### config.mk
export PLATFORM = sky130hd
export DESIGN_NAME = irq_aggregator
export DESIGN_NICKNAME = d
export VERILOG_FILES = /design/src/rtl/irq_agg_pkg.sv /design/src/rtl/irq_src_map.sv /design/src/rtl/irq_regs.sv /design/src/rtl/irq_level_enc.sv /design/src/rtl/irq_aggregator.sv
export SDC_FILE = /design/constraint.sdc
export NUM_CORES = 1
export LEC_CHECK = 0
export BUFFER_PORTS_ARGS = -buffer_cell sky130_fd_sc_hd__buf_2
export CORE_ASPECT_RATIO = 1.75
export CORE_MARGIN = 4
export CORE_UTILIZATION = 30
export DETAILED_ROUTE_END_ITERATION = 8
export GPL_ROUTABILITY_DRIVEN = 1
export SLEW_MARGIN = 30
export SYNTH_ARGS = -nofsm -noshare
export SYNTH_HDL_FRONTEND = slang
export SYNTH_HIERARCHICAL = 1
export SYNTH_SLANG_ARGS = --single-unit
### constraint.sdc
create_clock -name clk -period 5.45 [get_ports clk]
set_input_delay 1.09 -clock clk [delete_from_list [all_inputs] [get_ports clk]]
set_output_delay 1.09 -clock clk [all_outputs]
set_load 0.005 [all_outputs]
### src/rtl/irq_agg_pkg.sv
package irq_agg_pkg;

    localparam int DATA_W  = 32;
    localparam int NUM_SRC = 13;

    typedef enum logic [2:0] {
        IPL_NONE = 3'd0,
        IPL_LOW  = 3'd3,
        IPL_MID  = 3'd5,
        IPL_HIGH = 3'd6
    } ipl_e;

    typedef struct packed {
        logic [DATA_W-1:0] set;
        logic [DATA_W-1:0] clr;
    } hw_upd_t;

    // Fixed status bit for each request index
    function automatic int src_bit(input int idx);
        case (idx)
            0:  return 7;
            1:  return 3;
            2:  return 2;
            3:  return 9;
            4:  return 10;
            5:  return 12;
            6:  return 5;
            7:  return 17;
            8:  return 28;
            9:  return 27;
            10: return 26;
            11: return 23;
            default: return 21;
        endcase
    endfunction

    // Priority group of each request index
    function automatic ipl_e src_group(input int idx);
        if (idx <= 6)      return IPL_LOW;
        else if (idx == 7) return IPL_MID;
        else               return IPL_HIGH;
    endfunction

    // Status bits belonging to one group
    function automatic logic [DATA_W-1:0] group_mask(input ipl_e grp);
        logic [DATA_W-1:0] m;
        m = '0;
        for (int i = 0; i < NUM_SRC; i++) begin
            if (src_group(i) == grp) m[src_bit(i)] = 1'b1;
        end
        return m;
    endfunction

endpackage

### src/rtl/irq_src_map.sv
module irq_src_map
    import irq_agg_pkg::*;
(
    input  logic               clk,
    input  logic               rst,
    input  logic [NUM_SRC-1:0] src_req,
    output hw_upd_t            upd
);
    logic [NUM_SRC-1:0] src_q;
    logic [NUM_SRC-1:0] rise, fall;

    always_ff @(posedge clk) begin
        if (rst) src_q <= '0;
        else     src_q <= src_req;
    end

    assign rise = src_req & ~src_q;
    assign fall = ~src_req & src_q;

    always_comb begin
        upd.set = '0;
        upd.clr = '0;
        for (int i = 0; i < NUM_SRC; i++) begin
            upd.set[src_bit(i)] = rise[i];
            upd.clr[src_bit(i)] = fall[i];
        end
    end

    // A mapped bit is never set and cleared in the same cycle
    assert_set_clr_disjoint_R3: assert property (@(posedge clk) disable iff (rst)
        (upd.set & upd.clr) == '0);

endmodule

### src/rtl/irq_regs.sv
module irq_regs
    import irq_agg_pkg::*;
#(
    parameter int SCSI_DMA_BIT = 26
) (
    input  logic              clk,
    input  logic              rst,
    input  hw_upd_t           upd,
    input  logic              wr_status,
    input  logic              wr_mask,
    input  logic [DATA_W-1:0] wdata,
    input  logic              ctl_wr,
    input  logic              ctl_dma_en,
    output logic [DATA_W-1:0] status,
    output logic [DATA_W-1:0] mask
);
    logic [DATA_W-1:0] st_sw, st_next;

    // Lowest precedence first: CPU write, then control force, then edges
    always_comb begin
        st_sw = wr_status ? wdata : status;
        if (ctl_wr) st_sw[SCSI_DMA_BIT] = ctl_dma_en;
        st_next = (st_sw | upd.set) & ~upd.clr;
    end

    always_ff @(posedge clk) begin
        if (rst) begin
            status <= '0;
            mask   <= '0;
        end else begin
            status <= st_next;
            if (wr_mask) mask <= wdata;
        end
    end

    assert_edge_sets_R2: assert property (@(posedge clk) disable iff (rst)
        (|upd.set) |=> ((status & $past(upd.set)) == $past(upd.set)));

    assert_edge_clears_R3: assert property (@(posedge clk) disable iff (rst)
        (|upd.clr) |=> ((status & $past(upd.clr)) == '0));

    assert_mask_write_R5: assert property (@(posedge clk) disable iff (rst)
        wr_mask |=> (mask == $past(wdata)));

    assert_ctl_force_R8: assert property (@(posedge clk) disable iff (rst)
        (ctl_wr && !upd.set[SCSI_DMA_BIT] && !upd.clr[SCSI_DMA_BIT])
        |=> (status[SCSI_DMA_BIT] == $past(ctl_dma_en)));

    assert_quiet_hold_R4: assert property (@(posedge clk) disable iff (rst)
        (!wr_status && !ctl_wr && upd.set == '0 && upd.clr == '0) |=> $stable(status));

endmodule

### src/rtl/irq_level_enc.sv
module irq_level_enc
    import irq_agg_pkg::*;
(
    input  logic [DATA_W-1:0] status,
    input  logic [DATA_W-1:0] mask,
    output ipl_e              level
);
    localparam logic [DATA_W-1:0] G_HIGH = group_mask(IPL_HIGH);
    localparam logic [DATA_W-1:0] G_MID  = group_mask(IPL_MID);
    localparam logic [DATA_W-1:0] G_LOW  = group_mask(IPL_LOW);

    logic [DATA_W-1:0] live;
    assign live = status & mask;

    always_comb begin
        if (|(live & G_HIGH))     level = IPL_HIGH;
        else if (|(live & G_MID)) level = IPL_MID;
        else if (|(live & G_LOW)) level = IPL_LOW;
        else                      level = IPL_NONE;
    end

    always_comb begin
        assert_masked_quiet_R6: assert ((live != '0) || (level == IPL_NONE));
        assert_legal_level_R7: assert (level inside {IPL_NONE, IPL_LOW, IPL_MID, IPL_HIGH});
    end

endmodule

### src/rtl/irq_aggregator.sv
module irq_aggregator
    import irq_agg_pkg::*;
#(
    parameter int          ADDR_W       = 16,
    parameter logic [15:0] STATUS_OFS   = 16'h7000,
    parameter logic [15:0] MASK_OFS     = 16'h7800,
    parameter int          SCSI_DMA_BIT = 26
) (
    input  logic               clk,
    input  logic               rst,
    input  logic [NUM_SRC-1:0] src_req,
    input  logic               reg_wr,
    input  logic [ADDR_W-1:0]  reg_addr,
    input  logic [DATA_W-1:0]  reg_wdata,
    output logic [DATA_W-1:0]  reg_rdata,
    input  logic               scsi_ctl_wr,
    input  logic               scsi_ctl_dma_en,
    output logic [2:0]         cpu_ipl
);
    localparam logic [ADDR_W-1:0] ST_A = ADDR_W'(STATUS_OFS);
    localparam logic [ADDR_W-1:0] MK_A = ADDR_W'(MASK_OFS);

    hw_upd_t           upd;
    logic [DATA_W-1:0] status, mask;
    logic              hit_st, hit_mk;
    ipl_e              level;

    assign hit_st = (reg_addr == ST_A);
    assign hit_mk = (reg_addr == MK_A);

    irq_src_map u_map (
        .clk     (clk),
        .rst     (rst),
        .src_req (src_req),
        .upd     (upd)
    );

    irq_regs #(.SCSI_DMA_BIT(SCSI_DMA_BIT)) u_regs (
        .clk        (clk),
        .rst        (rst),
        .upd        (upd),
        .wr_status  (reg_wr && hit_st),
        .wr_mask    (reg_wr && hit_mk),
        .wdata      (reg_wdata),
        .ctl_wr     (scsi_ctl_wr),
        .ctl_dma_en (scsi_ctl_dma_en),
        .status     (status),
        .mask       (mask)
    );

    irq_level_enc u_enc (
        .status (status),
        .mask   (mask),
        .level  (level)
    );

    always_comb begin
        if (hit_st)      reg_rdata = status;
        else if (hit_mk) reg_rdata = mask;
        else             reg_rdata = '0;
    end

    assign cpu_ipl = level;

    assert_reset_clear_R1: assert property (@(posedge clk)
        rst |=> (status == '0 && mask == '0 && cpu_ipl == 3'd0));

endmodule

* Yosys cells after proc, flatten, opt, wreduce, memory -nomap -nowiden
Index checks and enable logic that the tools add are counted.
** Operators by class
- Equal/unequal tests :: 2
- Multiplexer cells :: 7
- Bitwise gates (word level) :: 8
- Reductions and logical operators :: 4
** Operator list (count)
- 2-to-1 mux 32 bit :: 3
- bitwise AND 32 bit :: 1
- == test 16 x 15 -> 1 bit (second input constant) :: 2
- inverter 29 -> 32 bit :: 1
- bitwise OR 32 x 29 -> 32 bit :: 1
- bitwise AND 29 bit :: 1
- bitwise AND 13 bit :: 2
- inverter 13 bit :: 2
- OR reduction 7 bit :: 1
- 2-to-1 mux 3 bit :: 2
- OR reduction 5 bit :: 1
- logical AND 1 bit :: 2
- 2-to-1 mux 2 bit :: 1
- 2-to-1 mux 1 bit :: 1
** Storage, ports and cells
- Flip-flop bits (word level) :: 77
- Word-level logic and storage cells :: 24

* Logic depth before layout (Yosys ltp)
Gate-level depths: netlist (run 1).
- Word-level depth :: 6
- Mapped depth :: 8
- Mapped depth without buffers :: 5

* Modules after synthesis
The synthesis (run 1) kept the hierarchy.
** By module, submodules not included
- irq_regs :: instances 1, cells each 240, area an instance 2529.9 µm², seq. area each 1281.2 µm²
- irq_src_map :: instances 1, cells each 92, area an instance 847.1 µm², seq. area each 260.2 µm²
- irq_aggregator :: instances 1, cells each 79, area an instance 643.1 µm², seq. area each 0.0 µm²
- irq_level_enc :: instances 1, cells each 13, area an instance 82.6 µm², seq. area each 0.0 µm²

* Worst setup path before layout (run 1)
No wires, ideal clock.
- Path type :: in2out
- Start :: input port reg_addr[1]
- End :: output port reg_rdata[10]
- Data arrival time :: 1.862 ns
- Setup slack :: 2.498 ns
- Stages on the path :: 4
- Path buffers :: 1
- Cells stage by stage :: nor4b_4 -> nand4_4 -> buf_6 -> nor2_2
** On the way
- Longest elaborated chain between the ends :: 3
- Elaborated cells on any way between the ends :: 4
** RTL lines
- start, declared :: line irq_aggregator.sv:13 : input logic [ADDR_W-1:0] reg_addr,
- == test 16 x 15 -> 1 bit :: line irq_aggregator.sv:29 : assign hit_mk = (reg_addr == MK_A);
- 2-to-1 mux 32 bit :: line irq_aggregator.sv:59 : else if (hit_mk) reg_rdata = mask;
- 2-to-1 mux 32 bit * :: line irq_aggregator.sv:58 : if (hit_st) reg_rdata = status;
- end, declared :: line irq_aggregator.sv:15 : output logic [DATA_W-1:0] reg_rdata,
Mark *: on every way between the ends. The rest lies on a longest branch, timed or not.

* Worst setup path after layout (run 1)
- Start :: input port reg_addr[8]
- End :: output port reg_rdata[4]
The elaborated chain is that of the path after synthesis.

==> flow_metrics.env, run 1 <==
export IMPL_cellPowerDensity_mw_per_mm2=270
export IMPL_cp_required_ps=4360
export IMPL_maxCapViolations=0
export IMPL_start_kind="primary input"
export IMPL_ff2ff_path_depth=3
export IMPL_critPathKind="primary input to primary output"
export IMPL_cts_hold_fix_buffers=0
export IMPL_tightest_slew_ps=745
export IMPL_route_vias_total=3038
export IMPL_finalHoldViolCount=0
export IMPL_max_freq_mhz=260
export IMPL_ys_types=32
export IMPL_postCtsSetupBuffers=0
export IMPL_power_leakage_nw=1.97
export IMPL_yosysTopAreaCellShare_pct=37.6
export IMPL_fin_area_mm2=0.00485
export IMPL_vdd_ir_drop_max_uv=159
export IMPL_crit_fanout=34
export IMPL_run_status="completed"
export IMPL_synth_seq_area_share_pct=37.6
export IMPL_crit_path_start="reg_addr[8]"
export IMPL_synth_edf_count=0
export IMPL_area_growth_pct=18.3
export IMPL_wl_mm=9.78
export IMPL_rsz0062_at_grt="no"
export IMPL_viasPerCell=4.38
export IMPL_die_x_um=96.4
export IMPL_cts_resized_gates=0
export IMPL_dp_cells=678
export IMPL_ys_flop_type="dfxtp_1"
export IMPL_dieArea_mm2=0.0157
export IMPL_seqCellArea_mm2=0.00154
export IMPL_n_antenna_cell=0
export IMPL_final_nets=581
export IMPL_fp_row_count=56
export IMPL_r2r_start="u_map/src_q[10]"
export IMPL_dpl_cell_area_mm2=0.00454
export IMPL_holdPathStages=2
export IMPL_drt_iter0_markers=108
export IMPL_cts_buffer_depth=2
export IMPL_yosys_warnings=6
export IMPL_final_util_pct=36.3
export IMPL_drt_wirelength_per_cell_um=14.1
export IMPL_relSlewSlack_pct=50.3
export IMPL_syn_area_mm2=0.00410
export IMPL_rr_endpoint="u_regs/status[26]"
export IMPL_cts_tree="built"
export IMPL_fill_cells=1406
export IMPL_finalSetupViolCount=0
export IMPL_drive_gt1_share_pct=31.2
export IMPL_numPortBuffers=100
export IMPL_synthTopCellsByCount="95 x mux2i_1, 77 x dfxtp_1, 46 x nor2_1, 41 x buf_4, 32 x inv_1"
export IMPL_grt_max_degree=46
export IMPL_grt_antenna_before_repair=0
export IMPL_grt_first_pass_wirelength_mm=15.5
export IMPL_synthCells=424
export IMPL_dpl_hpwl_mm=7.21
export IMPL_multiInputGateArea_mm2=0.00213
export IMPL_drv_slew=0
export IMPL_drtPass1Iterations=4
export IMPL_synth_most_common_cell="mux2i_1"
export IMPL_gp_congestion=0.747
export IMPL_io_pins=101
export IMPL_grt_pass1_vias=3131
export IMPL_numCtsBuffers=9
export IMPL_finalClockSkew_ps=4.09
export IMPL_core_area_mm2=0.0134
export IMPL_grtUsageTotal_pct=12.9
export IMPL_yosys_area_top_type="dfxtp_1"
export IMPL_numClockSinks=77
export IMPL_holdWs_ps=492
export IMPL_final_cells=694
export IMPL_ant_nets=0
export IMPL_end_kind="primary output"
export IMPL_tns_ps=0
export IMPL_syn_area_per_cell_um2=9.68
export IMPL_initial_utilization_pct=30.7
export IMPL_finalCriticalPeriod_ps=3850
export IMPL_async_flop_share_pct=0
export IMPL_cp_arrival_ps=2760
export IMPL_drc_errors=0
export IMPL_post_route_period_util_pct=70.6
export IMPL_synthTopCellsByArea="dfxtp_1 38%, mux2i_1 23%, buf_4 7.5%, a211oi_1 5.7%, nor2_1 4.2%"
export IMPL_h_tree_depth=3
export IMPL_whs_endpoint="u_regs/mask[1]"
export IMPL_root_buffer="clkbuf_16"
export IMPL_rrSetupSlack_ps=4380
export IMPL_yosys_register_bits=77
export IMPL_grt_overflow_total=0
export IMPL_clkTransAtPathRegs_ps=50
export IMPL_hold_path_class="flip-flop to flip-flop"
export IMPL_min_delay_start="u_regs/mask[1]"
export IMPL_die_y_um=163
export IMPL_clk_latency_ps=330
## how the worst max path moves through the flow
stage / end / slack, ps / depth (start not counted)
2_1_floorplan: reg_rdata[10] / 2500 / 4
3_3_place_gp: u_regs/status[11] / 1530 / 7
3_5_place_dp: u_regs/status[6] / 1440 / 7
4_1_cts: reg_rdata[4] / 1490 / 5
5_1_grt: reg_rdata[4] / 1460 / 5
6_report: reg_rdata[4] / 1600 / 5
## layer usage
layer / part of all wire [%] / GRT usage (%) / wire length (um)
met1: 38 / 13.8 / 3710
met2: 54 / 23.2 / 5310
met3: 6.3 / 3.84 / 613
met4: 1.5 / 4.73 / 145
met5: 0 / 0 / 0
## cells in the final DEF, fill, tap and decap left out, types with 5 or more instances in the layout
| cell | count |
|---|---|
| nor2_2 | 20 |
| buf_4 | 5 |
| nand2_1 | 5 |
| buf_2 | 99 |
| nor2b_2 | 8 |
| a211oi_1 | 31 |
| dfxtp_1 | 77 |
| nor2_1 | 45 |
| clkbuf_16 | 9 |
| mux2i_1 | 95 |
| conb_1 | 38 |
| inv_1 | 32 |
| nor2b_1 | 26 |
## metrics by stage
stage | power, mW | worst slack (ps)
after detailed placement | 0.711 | 1440
after floorplan | 0.686 | 2500
after CTS | 1.33 | 1490
final | 1.31 | 1600
after global placement | 0.707 | 1530
after global routing | 1.38 | 1460
## registers in the layout, summed over array words and instances, names as in the netlist
signal	flops
u_regs/mask	32
u_regs/status	32
u_map/src_q	13
## worst max-delay path: stages
cell and delay (ps):
buf_2 100, nor3_1 320, nand4_4 650, nor2_1 400, buf_2 170
## layout make-up
type | count | area share (%)
clock buffers | 12 | 5.49
flip-flops and latches | 77 | 31.8
multi-input cells | 291 | 43.9
repair buffers | 104 | 11.0
clock inverters | 4 | 0.928
well taps | 174 | 4.48
inverters | 32 | 2.47
## logic make-up (layout without fill, tap and decap cells)
group           Yosys count  after routing  synth area share (%)
mux                      96             96                  23.5
simple gates            119            119                  17.4
buf+inv                  93            152                  14.2
compound gates           38             38                  7.17
other cells               1             38                0.0914
flops                    77             77                  37.6
## where the power goes
part           total (mW)  switching, mW  internal (mW)
clock network       0.613          0.224          0.389
logic               0.104         0.0538         0.0504
registers           0.595         0.0118          0.583
total                1.31          0.290           1.02
No activity file was read; power rests on OpenSTA's default activity.
==> inputs of run 2 (changes only) <==
==> constraint.sdc (replaced) <==
create_clock -name clk -period 3.5 [get_ports clk]
set_input_delay 0.7 -clock clk [delete_from_list [all_inputs] [get_ports clk]]
set_output_delay 0.7 -clock clk [all_outputs]
set_load 0.005 [all_outputs]
==> run 2 against run 1 <==
Utilization increased by 0.49 points. Critical path type unchanged. Via count increased by 0.26%. Clock skew increased by 1.2 ps. Non-clock buffer count increased by 5. Register-to-register slack got worse by 1900 ps. Sequential cell count unchanged.
==> flow_metrics.env, run 2 (synthesis results as in run 1) <==
export IMPL_numClockSinks=77
export IMPL_holdPathStages=3
export IMPL_drc_errors=0
export IMPL_io_pins=101
export IMPL_finalClockSkew_ps=5.32
export IMPL_reg_top3="u_regs/mask: 32 flops, u_regs/status: 32 flops, u_map/src_q: 13 flops"
export IMPL_crit_fanout=22
export IMPL_die_y_um=163
export IMPL_numPortBuffers=100
export IMPL_hold_path_class="flip-flop to flip-flop"
export IMPL_h_tree_depth=3
export IMPL_final_util_pct=36.8
export IMPL_grt_pass1_vias=3112
export IMPL_rsz0062_at_grt="no"
export IMPL_cts_buffer_depth=2
export IMPL_final_nets=586
export IMPL_initial_utilization_pct=30.7
export IMPL_drt_iter0_markers=83
export IMPL_fill_cells=1356
export IMPL_grtUsageTotal_pct=12.7
export IMPL_root_buffer="clkbuf_16"
export IMPL_max_freq_mhz=356
export IMPL_drtPass1Iterations=4
export IMPL_clk_latency_ps=320
export IMPL_start_kind="primary input"
export IMPL_post_route_period_util_pct=80.3
export IMPL_die_x_um=96.4
export IMPL_cp_arrival_ps=2110
export IMPL_cts_tree="built"
export IMPL_grt_antenna_before_repair=1
export IMPL_core_area_mm2=0.0134
export IMPL_route_vias_total=3046
export IMPL_run_status="completed"
export IMPL_finalHoldViolCount=0
export IMPL_grt_first_pass_wirelength_mm=15.3
export IMPL_seqCellArea_mm2=0.00154
export IMPL_cts_hold_fix_buffers=0
export IMPL_gp_congestion=0.780
export IMPL_finalCriticalPeriod_ps=2810
export IMPL_fp_row_count=56
export IMPL_tns_ps=0
export IMPL_dpl_hpwl_mm=7.12
export IMPL_power_leakage_nw=2.00
export IMPL_ant_nets=0
export IMPL_drt_wirelength_per_cell_um=13.8
export IMPL_drv_slew=0
export IMPL_final_common_cell="buf_2"
export IMPL_clkTransAtPathRegs_ps=60
export IMPL_viasPerCell=4.35
export IMPL_cellPowerDensity_mw_per_mm2=426
export IMPL_finalSetupViolCount=0
export IMPL_setup_slack_ps=691
export IMPL_end_kind="primary output"
export IMPL_relSlewSlack_pct=44.1
export IMPL_tightest_slew_ps=838
export IMPL_cts_resized_gates=0
export IMPL_cp_required_ps=2800
export IMPL_layout_common_cells="100 x buf_2, 95 x mux2i_1, 77 x dfxtp_1"
export IMPL_grt_max_degree=40
export IMPL_postCtsSetupBuffers=0
export IMPL_numCtsBuffers=9
export IMPL_ff2ff_path_depth=3
export IMPL_grt_overflow_total=0
export IMPL_preCtsSetupSlack_ps=637
export IMPL_wl_mm=9.65
export IMPL_critPathKind="primary input to primary output"
export IMPL_maxCapViolations=0
export IMPL_multiInputGateArea_mm2=0.00213
export IMPL_drive_gt1_share_pct=31.6
export IMPL_dieArea_mm2=0.0157
export IMPL_area_growth_pct=19.9
export IMPL_vdd_ir_drop_max_uv=286
==> run 2: cell types whose count changed in the layout (fill, tap and decap cells not counted) <==
| cell | previous run | this run |
|---|---|---|
| bufinv_16 | 1 | 2 |
| buf_4 | 5 | 8 |
| clkbuf_1 | 0 | 1 |
| diode_2 | 0 | 1 |
| buf_2 | 99 | 100 |
| clkbuf_8 | 3 | 2 |
| buf_12 | 0 | 1 |
| clkinv_2 | 3 | 2 |
==> run 2: cell type report <==
type / count / share of cell area [%]
clock buffer: 12 / 5.21
inverter: 32 / 2.44
tap: 174 / 4.43
multi-input combinational: 291 / 43.3
sequential: 77 / 31.3
clock inverter: 4 / 1.42
antenna: 1 / 0.0509
timing repair buffer: 109 / 11.8
==> run 2: path summary, 6_finish.rpt <==
check | startpoint | end | slack, ps
max | reg_addr[4] | reg_rdata[23] | 690
min | u_map/src_q[6] | u_regs/status[5] | 490
max reg2reg | u_map/src_q[10] | u_regs/status[26] | 2430
min reg2reg | u_map/src_q[6] | u_regs/status[5] | 490
==> run 2: per-layer routing <==
metal | track usage, % | part of all wire, % | vias up | wire, um
li1 | - | - | 1542 | -
met1 | 13.8 | 39 | 1418 | 3810
met2 | 23.1 | 54 | 71 | 5170
met3 | 2.59 | 4.4 | 15 | 428
met4 | 5.87 | 2.5 | 0 | 245
met5 | 0 | 0 | - | 0
==> run 2: stage by stage <==
| step | power (mW) | cell area (um^2) | cells | hold WS, ps |
|---|---|---|---|---|
| 6_report | 2.09 | 4920 | 700 | 491 |
| 5_1_grt | 2.19 | 4920 | 700 | 514 |
| 4_1_cts | 2.13 | 4920 | 699 | 497 |
| 3_5_place_dp | 1.11 | 4590 | 683 | 483 |
| 3_3_place_gp | 1.10 | 4590 | 683 | 473 |
| 2_1_floorplan | 1.07 | 4240 | 461 | 460 |
==> run 2: worst max-delay path: stages <==
cell,delay [ps]
buf_2,120
nor4_4,330
nand4_4,310
buf_4,370
nor2_2,150
buf_2,120
==> run 2: report_power, final <==
part | total, mW | switching, mW | internal, mW
registers | 0.926 | 0.0188 | 0.907
logic | 0.165 | 0.0838 | 0.0812
clock network | 1.00 | 0.342 | 0.661
total | 2.09 | 0.444 | 1.65
==> inputs of run 3 (changes only) <==
==> constraint.sdc (replaced) <==
create_clock -name clk -period 2.6 [get_ports clk]
set_input_delay 0.52 -clock clk [delete_from_list [all_inputs] [get_ports clk]]
set_output_delay 0.52 -clock clk [all_outputs]
set_load 0.005 [all_outputs]
==> run 3 against run 2 <==
Via count about the same. Combinational power increased by 36%. Clock power increased by 41%. First-iteration DRC count unchanged. Sequential share of layout area decreased by 0.35 points. Cell count increased by 0.14%. Critical path depth unchanged.
==> flow_metrics.env, run 3 (synthesis results as in run 1) <==
export IMPL_drt_iter0_markers=83
export IMPL_finalSetupViolCount=0
export IMPL_clk_latency_ps=330
export IMPL_holdPathStages=2
export IMPL_run_status="completed"
export IMPL_critPathCapture="reg_rdata[19]"
export IMPL_n_antenna_cell=0
export IMPL_cp_required_ps=2080
export IMPL_crit_path_start="reg_addr[8]"
export IMPL_ff2ff_path_depth=3
export IMPL_dpl_hpwl_mm=7.37
export IMPL_grt_overflow_total=0
export IMPL_rsz0062_at_grt="no"
export IMPL_cts_tree="built"
export IMPL_crit_family="simple AND/OR/NAND/NOR gates"
export IMPL_critPathKind="primary input to primary output"
export IMPL_area_growth_pct=21.3
export IMPL_grt_first_pass_wirelength_mm=15.4
export IMPL_tightest_slew_ps=627
export IMPL_postCtsSetupBuffers=0
export IMPL_dieArea_mm2=0.0157
export IMPL_cts_resized_gates=0
export IMPL_cp_slowest_stage_delay_ps=330
export IMPL_h_tree_depth=3
export IMPL_drtPass1Iterations=4
export IMPL_wl_mm=9.78
export IMPL_gp_congestion=0.770
export IMPL_drive_gt1_share_pct=32.1
export IMPL_grt_antenna_before_repair=0
export IMPL_rrSetupSlack_ps=1550
export IMPL_numPortBuffers=100
export IMPL_path_depth=6
export IMPL_max_freq_mhz=433
export IMPL_tns_ps=0
export IMPL_clkTransAtPathRegs_ps=60
export IMPL_cts_hold_fix_buffers=0
export IMPL_die_y_um=163
export IMPL_end_kind="primary output"
export IMPL_finalHoldViolCount=0
export IMPL_vdd_ir_drop_max_uv=297
export IMPL_cts_buffer_depth=2
export IMPL_viasPerCell=4.35
export IMPL_die_x_um=96.4
export IMPL_post_route_period_util_pct=88.8
export IMPL_cp_arrival_ps=1790
export IMPL_layout_common_cells="100 x buf_2, 95 x mux2i_1, 77 x dfxtp_1"
export IMPL_core_area_mm2=0.0134
export IMPL_drv_slew=0
export IMPL_ant_nets=0
export IMPL_relSlewSlack_pct=58.2
export IMPL_initial_utilization_pct=30.7
export IMPL_power_leakage_nw=2.02
export IMPL_final_common_cell="buf_2"
export IMPL_finalCriticalPeriod_ps=2310
export IMPL_critPathBufInv=3
export IMPL_grt_pass1_vias=3155
export IMPL_drc_errors=0
export IMPL_route_vias_total=3048
export IMPL_rr_endpoint="u_regs/status[26]"
export IMPL_root_buffer="clkbuf_16"
export IMPL_dp_cells=685
export IMPL_final_cells=701
export IMPL_numClockSinks=77
export IMPL_drt_wirelength_per_cell_um=14.0
export IMPL_numCtsBuffers=9
export IMPL_final_nets=588
export IMPL_path_cells="buf_2, nor3_1, nand4_4, buf_4, nor2_1, buf_2"
export IMPL_grtUsageTotal_pct=12.9
export IMPL_cpMostUsedCell="buf_2"
export IMPL_io_pins=101
export IMPL_finalClockSkew_ps=4.01
export IMPL_r2r_start="u_map/src_q[10]"
export IMPL_fill_cells=1356
export IMPL_reg_top3="u_regs/mask: 32 flops, u_regs/status: 32 flops, u_map/src_q: 13 flops"
export IMPL_crit_fanout=33
export IMPL_maxCapViolations=0
export IMPL_hold_path_class="primary input to flip-flop"
export IMPL_fp_row_count=56
export IMPL_start_kind="primary input"
export IMPL_cp_slowest_cell="nor3_1"
export IMPL_cellPowerDensity_mw_per_mm2=579
export IMPL_grt_max_degree=38
## run 3: cell types whose count changed in the layout (fill, tap and decap cells not counted)
cell / before / now
clkbuf_1: 1 / 0
clkbuf_8: 2 / 3
buf_12: 1 / 3
inv_6: 0 / 1
diode_2: 1 / 0
clkinv_2: 2 / 0
clkinv_4: 0 / 1
## run 3: worst min-delay path by stage
stage / from / endpoint / slack, ps
after global routing: src_req[0] / u_map/src_q[0] / 420
after detailed placement: u_regs/mask[15] / u_regs/mask[15] / 480
final: src_req[5] / u_map/src_q[5] / 430
after floorplan: u_regs/mask[0] / u_regs/mask[0] / 460
after CTS: src_req[5] / u_map/src_q[5] / 420
after global placement: u_regs/mask[14] / u_regs/mask[14] / 470
## run 3: layout make-up
class | instances | area (um^2) | area share [%]
multi-input combinational | 291 | 2130 | 42.8
sequential | 77 | 1540 | 31.0
timing repair buffer | 111 | 621 | 12.5
clock buffer | 12 | 267 | 5.36
tap | 174 | 218 | 4.38
inverter | 32 | 120 | 2.41
clock inverter | 4 | 77.6 | 1.56
## run 3: layer usage
layer	wire length [um]	vias to the layer above	GRT usage [%]
met5	0	-	0
met4	140	0	4.34
met3	434	12	2.82
met2	5520	61	24.6
met1	3690	1420	13.4
li1	-	1555	-
## run 3: report_power, final
group	internal [mW]	switching, mW	total (mW)
combinational	0.110	0.114	0.224
sequential	1.22	0.0260	1.25
clock	0.924	0.486	1.41
total	2.26	0.626	2.88
## run 3: worst reg2reg max path: stages, from the launching register on
cell	delay, ps
dfxtp_1	320
nor2b_1	50
or3b_2	440
o311a_1	140
## run 3: stage by stage
step | instance area (um^2) | setup WS, ps | total power, mW | hold slack, ps | util, %
CTS | 4970 | 230 | 2.93 | 415 | 37.2
floorplan | 4240 | 490 | 1.44 | 460 | -
finish | 4970 | 292 | 2.88 | 427 | 37.2
detailed placement | 4630 | 204 | 1.50 | 483 | 34.6
global route | 4970 | 189 | 3.01 | 423 | 37.2
global placement | 4630 | 268 | 1.49 | 471 | 34.6
